[src/rtl/hb_pkg.sv]
package hb_pkg;
    typedef enum logic [1:0] {
        TGT_OFF = 2'd0,
        TGT_HI  = 2'd1,
        TGT_LO  = 2'd2
    } tgt_e;

    typedef enum logic [1:0] {
        ST_OFF  = 2'd0,
        ST_DEAD = 2'd1,
        ST_HI   = 2'd2,
        ST_LO   = 2'd3
    } st_e;
endpackage

[src/rtl/hb_deglitch.sv]
module hb_deglitch #(
    parameter int GLITCH_CYC = 7
) (
    input  logic clk,
    input  logic rst_n,
    input  logic d,
    output logic q
);
    localparam int CW = $clog2(GLITCH_CYC + 1);
    localparam logic [CW-1:0] LAST = CW'(GLITCH_CYC - 1);

    logic [CW-1:0] run;

    // The output takes a new level only after GLITCH_CYC consecutive samples that differ from it
    always_ff @(posedge clk) begin
        if (!rst_n) begin
            q   <= 1'b0;
            run <= '0;
        end else if (d != q) begin
            if (run == LAST) begin
                q   <= d;
                run <= '0;
            end else begin
                run <= run + 1'b1;
            end
        end else begin
            run <= '0;
        end
    end
endmodule

[src/rtl/hb_decode.sv]
module hb_decode
    import hb_pkg::*;
(
    input  logic inv_mode,
    input  logic hi_f,
    input  logic lo_f,
    output tgt_e tgt
);
    logic lo_eff;

    always_comb begin
        lo_eff = lo_f ^ inv_mode;
        if (hi_f && lo_eff)
            tgt = TGT_OFF;
        else if (hi_f)
            tgt = TGT_HI;
        else if (lo_eff)
            tgt = TGT_LO;
        else
            tgt = TGT_OFF;
    end
endmodule

[src/rtl/hb_phase_fsm.sv]
module hb_phase_fsm
    import hb_pkg::*;
#(
    parameter int DT_W = 8
) (
    input  logic            clk,
    input  logic            rst_n,
    input  logic            force_off,
    input  tgt_e            tgt,
    input  logic [DT_W-1:0] dt_eff,
    output logic            gate_hi,
    output logic            gate_lo
);
    st_e             state, state_n;
    tgt_e            pend, pend_n;
    logic [DT_W-1:0] cnt, cnt_n;

    function automatic st_e settle(input tgt_e t);
        unique case (t)
            TGT_HI:  return ST_HI;
            TGT_LO:  return ST_LO;
            default: return ST_OFF;
        endcase
    endfunction

    // Next-state logic
    always_comb begin
        state_n = state;
        pend_n  = pend;
        cnt_n   = cnt;
        if (force_off) begin
            state_n = ST_DEAD;
            pend_n  = tgt;
            cnt_n   = '0;
        end else begin
            unique case (state)
                ST_OFF: begin
                    if (tgt != TGT_OFF)
                        state_n = settle(tgt);
                end
                ST_HI: begin
                    if (tgt != TGT_HI) begin
                        state_n = ST_DEAD;
                        pend_n  = tgt;
                        cnt_n   = '0;
                    end
                end
                ST_LO: begin
                    if (tgt != TGT_LO) begin
                        state_n = ST_DEAD;
                        pend_n  = tgt;
                        cnt_n   = '0;
                    end
                end
                ST_DEAD: begin
                    if (tgt != pend) begin
                        pend_n = tgt;
                        cnt_n  = '0;
                    end else if (cnt >= dt_eff - 1'b1) begin
                        state_n = settle(pend);
                        cnt_n   = '0;
                    end else begin
                        cnt_n = cnt + 1'b1;
                    end
                end
            endcase
        end
    end

    // State register
    always_ff @(posedge clk) begin
        if (!rst_n) begin
            state <= ST_DEAD;
            pend  <= TGT_OFF;
            cnt   <= '0;
        end else begin
            state <= state_n;
            pend  <= pend_n;
            cnt   <= cnt_n;
        end
    end

    // Outputs from state
    always_comb begin
        gate_hi = 1'b0;
        gate_lo = 1'b0;
        unique case (state)
            ST_HI:   gate_hi = 1'b1;
            ST_LO:   gate_lo = 1'b1;
            default: ;
        endcase
    end
endmodule

[src/rtl/hb_cmd_top.sv]
module hb_cmd_top
    import hb_pkg::*;
#(
    parameter int NPH        = 2,
    parameter int DT_W       = 8,
    parameter int DT_MIN     = 20,
    parameter int DT_MAX     = 200,
    parameter int GLITCH_CYC = 7
) (
    input  logic            clk,
    input  logic            rst_n,
    input  logic            inv_mode,
    input  logic [DT_W-1:0] dt_cycles,
    input  logic [NPH-1:0]  cmd_hi,
    input  logic [NPH-1:0]  cmd_lo,
    input  logic [NPH-1:0]  force_off,
    output logic [NPH-1:0]  gate_hi,
    output logic [NPH-1:0]  gate_lo
);
    localparam logic [DT_W-1:0] DT_LO = DT_W'(DT_MIN);
    localparam logic [DT_W-1:0] DT_HI = DT_W'(DT_MAX);

    logic [DT_W-1:0] dt_eff;

    always_comb begin
        if (dt_cycles < DT_LO)
            dt_eff = DT_LO;
        else if (dt_cycles > DT_HI)
            dt_eff = DT_HI;
        else
            dt_eff = dt_cycles;
    end

    for (genvar p = 0; p < NPH; p++) begin : g_phase
        logic hi_f, lo_f;
        tgt_e tgt;

        hb_deglitch #(.GLITCH_CYC(GLITCH_CYC)) u_flt_hi (
            .clk(clk), .rst_n(rst_n), .d(cmd_hi[p]), .q(hi_f)
        );
        hb_deglitch #(.GLITCH_CYC(GLITCH_CYC)) u_flt_lo (
            .clk(clk), .rst_n(rst_n), .d(cmd_lo[p]), .q(lo_f)
        );
        hb_decode u_dec (
            .inv_mode(inv_mode), .hi_f(hi_f), .lo_f(lo_f), .tgt(tgt)
        );
        hb_phase_fsm #(.DT_W(DT_W)) u_fsm (
            .clk(clk), .rst_n(rst_n), .force_off(force_off[p]), .tgt(tgt),
            .dt_eff(dt_eff), .gate_hi(gate_hi[p]), .gate_lo(gate_lo[p])
        );
    end
endmodule

[config.mk]
export PLATFORM = sky130hd
export DESIGN_NAME = hb_cmd_top
export DESIGN_NICKNAME = d
export VERILOG_FILES = /design/src/rtl/hb_pkg.sv /design/src/rtl/hb_deglitch.sv /design/src/rtl/hb_decode.sv /design/src/rtl/hb_phase_fsm.sv /design/src/rtl/hb_cmd_top.sv
export SDC_FILE = /design/constraint.sdc
export NUM_CORES = 1
export LEC_CHECK = 0
export BUFFER_PORTS_ARGS = -buffer_cell sky130_fd_sc_hd__buf_2
export CAP_MARGIN = 20
export CORE_ASPECT_RATIO = 1.1
export CORE_MARGIN = 1.5
export CORE_UTILIZATION = 45
export DETAILED_ROUTE_END_ITERATION = 12
export PLACE_DENSITY_LB_ADDON = 0.25
export SYNTH_ARGS = -nofsm -noshare
export SYNTH_HDL_FRONTEND = slang
export SYNTH_SLANG_ARGS = --single-unit
[constraint.sdc]
create_clock -name clk -period 4.65 [get_ports clk]
set_input_delay 0.6975 -clock clk [delete_from_list [all_inputs] [get_ports clk]]
set_output_delay 0.6975 -clock clk [all_outputs]
set_load 0.02 [all_outputs]
==> results.py <==
metrics = {
    "grt": {
        "grt_overflow": 0,
        "grt_pass1_wl_microns": 9280,
        "antenna_found_initial": 0,
        "grt_max_degree": 20,
        "grt_pass1_vias": 2216,
        "grt_util_all_layers_pct": 16.93,
    },
    "clock_tree": {
        "clockRootBuffer": "clkbuf_8",
        "clockBufferDepth": 2,
        "cts_inserted_buffers": 5,
        "ctsHoldBuffers": 0,
        "post_cts.repair.setup_buffers": 0,
        "clk_latency_ns": 0.29,
        "clkTransAtPathRegs_ns": 0.08,
        "htree_levels": 2,
        "cts_tree": "built",
        "clock_sinks": 40,
        "cts.repair.resized": 0,
    },
    "route": {
        "drt-pass1-iter-count": 5,
        "wl_per_cell_microns": 12.25,
        "drt_iter0_drc": 75,
        "post_drt_via_cell_ratio": 5.409,
        "ant_nets": 0,
        "drc": 0,
        "totalWireLength_microns": 5390,
        "vias": 2380,
    },
    "synthesis": {
        "synth_nets": 394,
        "ys.flop_type": "dfxtp_1",
        "synthCells": 346,
        "async_reset_ff_share_pct": 0,
        "synth-seq-area-share_pct": 28.84,
        "ys_ff_latch": 40,
        "synth_cell_types": 52,
        "synth_edf_count": 0,
        "syn_area_sq_um": 2776,
        "yosys_warnings": 0,
        "avgSynthCellArea_sq_um": 8.024,
    },
    "timing": {
        "setup_tns_ns": 0,
        "report.final.slew_viol_count": 0,
        "worst_pin_slew_ns": 0.6759,
        "fin_worst_skew_ns": 0.005954,
        "timing.final.crit_period_ns": 4.040,
        "relSlewSlack_pct": 54.77,
        "setup_viol": 0,
        "timing.fmax_mhz": 247.5,
        "hold_viol_final": 0,
        "rsz0062_at_grt": "false",
        "fin_crit_sh_pct": 86.89,
    },
    "run_status": {
        "status": "finished, final reports clean",
    },
    "power": {
        "clockPowerShare_pct": 39.0,
        "switching_power_uw": 196.9,
        "power_leakage_nw": 1.350,
        "p_comb_share_pct": 13.6,
        "switching_share_pct": 26.36,
        "p_int_uw": 550.0,
        "finalPower_uw": 746.9,
        "ir_worst_vdd_v": 0.0001604,
        "pwr-share-seq_pct": 47.4,
        "powerDensity_nw_per_um2": 246.6,
    },
    "setup_path": {
        "arrival_ns": 4.27,
        "cp_max_fo": 8,
        "r2r_start": "g_phase[1].u_fsm.cnt[0]",
        "cp-start-kind": "input pin",
        "cp.required_ns": 4.88,
        "critical_path_class": "input pin to flip-flop",
        "rrSetupSlack_ns": 2.08,
        "worst_r2r_endpoint": "g_phase[1].u_fsm.cnt[7]",
        "reg2regPathDepth": 11,
        "cp-end-kind": "flip-flop",
    },
    "placement": {
        "port_buffers": 20,
        "place_area_sq_um": 2918,
        "dp_hpwl_microns": 4108,
        "placed_cells": 432,
        "place.gp.congestion": 0.8231,
    },
    "final_layout": {
        "area_growth_pct": 9.103,
        "n_antenna_cell": 0,
        "layout_commonest_cell": "dfxtp_1",
        "final-instance-count-excl-fill": 440,
        "most-common-layout-cells": "dfxtp_1, nand2_1, nor2_1, ha_1, buf_2",
        "post-route-util_pct": 51.53,
        "num-nets-final": 410,
        "fin_area_sq_um": 3029,
        "drive_gt1_share_pct": 10.47,
    },
    "worst_hold_path": {
        "hold-path-endpoint": "g_phase[0].u_flt_hi.run[0]",
        "hold_path.class": "flip-flop to flip-flop",
        "hold_depth": 1,
        "hp-start": "g_phase[0].u_flt_hi.run[0]",
    },
    "floorplan": {
        "start_util_pct": 47.23,
        "core_area_sq_um": 5878,
        "row_count": 29,
        "io-pin-count": 21,
        "die_y_microns": 85.38,
        "die-area_sq_um": 6650,
        "die_x_microns": 77.89,
    },
    "run": {
        "drv_cap": 0,
    },
}
final cells by class:
cell class | count | area [sq um]
multi-input cells | 275 | 1834
repair buffers | 23 | 122.6
fillers | 572 | 2849
clock inverters | 3 | 42.54
flip-flops and latches | 40 | 800.8
well taps | 77 | 96.34
inverters | 17 | 63.81
clock buffers | 5 | 68.82
registers in the layout (all words and copies together), names as in the netlist:
register,flops
g_phase.u_fsm.cnt,16
g_phase.u_flt_hi.q,2
g_phase.u_fsm.state,4
g_phase.u_flt_lo.q,2
g_phase.u_fsm.pend,4
g_phase.u_flt_lo.run,6
g_phase.u_flt_hi.run,6
through the flow:
stage	hold WS, ns	setup slack, ns
after detailed placement	0.4369	0.3497
after global placement	0.4291	0.4303
final	0.4522	0.6097
after CTS	0.4555	0.6380
after floorplan	0.4173	0.5539
after global routing	0.4751	0.2542
routing by layer:
layer	track usage [%]	vias up	part of all wire [%]
met5	0	-	0
met4	6.331	0	0.82
met3	3.548	5	3.0
met2	29.96	33	48
met1	20.01	1085	48
li1	-	1257	-
cells by family after synthesis:
logic type / count (synthesis) / synth area share (%)
multiplexers: 8 / 2.884
buffers and inverters: 31 / 5.092
XOR/XNOR: 15 / 4.732
adder cells (fa/ha/maj): 32 / 14.33
AND/OR/NAND/NOR: 142 / 25.15
flip-flops: 40 / 28.84
AO/OA/AOI/OAI: 78 / 18.97
worst max path at each step:
stage / to / start / slack (ns) / cells after the start
floorplan: g_phase[1].u_fsm.cnt[7] / dt_cycles[7] / 0.55 / 17
global placement: g_phase[1].u_fsm.cnt[7] / dt_cycles[2] / 0.43 / 18
detailed placement: g_phase[1].u_fsm.cnt[2] / dt_cycles[7] / 0.35 / 18
CTS: g_phase[1].u_fsm.cnt[7] / dt_cycles[7] / 0.64 / 18
global route: g_phase[1].u_fsm.cnt[7] / dt_cycles[4] / 0.25 / 18
finish: g_phase[1].u_fsm.cnt[7] / dt_cycles[7] / 0.61 / 18
Yosys cell counts (all sizes together), types with 4 or more instances:
master / number / area share (%)
xor2: 11 / 3.5
ha: 31 / 14
a21o: 5 / 1.4
and2: 5 / 1.1
dfxtp: 40 / 29
a31oi: 15 / 3.4
nor2b: 8 / 1.8
nor3: 7 / 1.3
clkbuf: 6 / 0.81
a21oi: 11 / 2.0
buf: 8 / 2.0
o21ai: 17 / 3.1
inv: 17 / 2.3
and3: 9 / 2.1
nand2b: 4 / 0.90
nand3: 17 / 3.1
nand2: 38 / 5.1
mux2i: 8 / 2.9
xnor2: 4 / 1.3
a21boi: 7 / 1.9
nor2: 36 / 4.9
power by group through the flow:
stage | Sequential, mW | Combinational (mW) | Clock, mW
global placement | 0.362 | 0.0990 | 0
global route | 0.356 | 0.116 | 0.310
detailed placement | 0.362 | 0.101 | 0
floorplan | 0.361 | 0.0734 | 0
finish | 0.354 | 0.101 | 0.291
CTS | 0.354 | 0.102 | 0.299
critical path: stages:
cell      delay, ns
buf_2          0.13
or2_2          0.31
nor3_1         0.21
nor2b_1        0.09
nand2_1        0.12
ha_1           0.20
nor3b_1        0.31
xor2_1         0.12
a21oi_1        0.24
ha_1           0.28
a21oi_1        0.11
o21ai_0        0.09
maj3_1         0.37
a31o_2         0.25
nor2_1         0.26
buf_4          0.22
nand3b_1       0.08
a31oi_1        0.16
No activity file was read; power rests on OpenSTA's default activity.
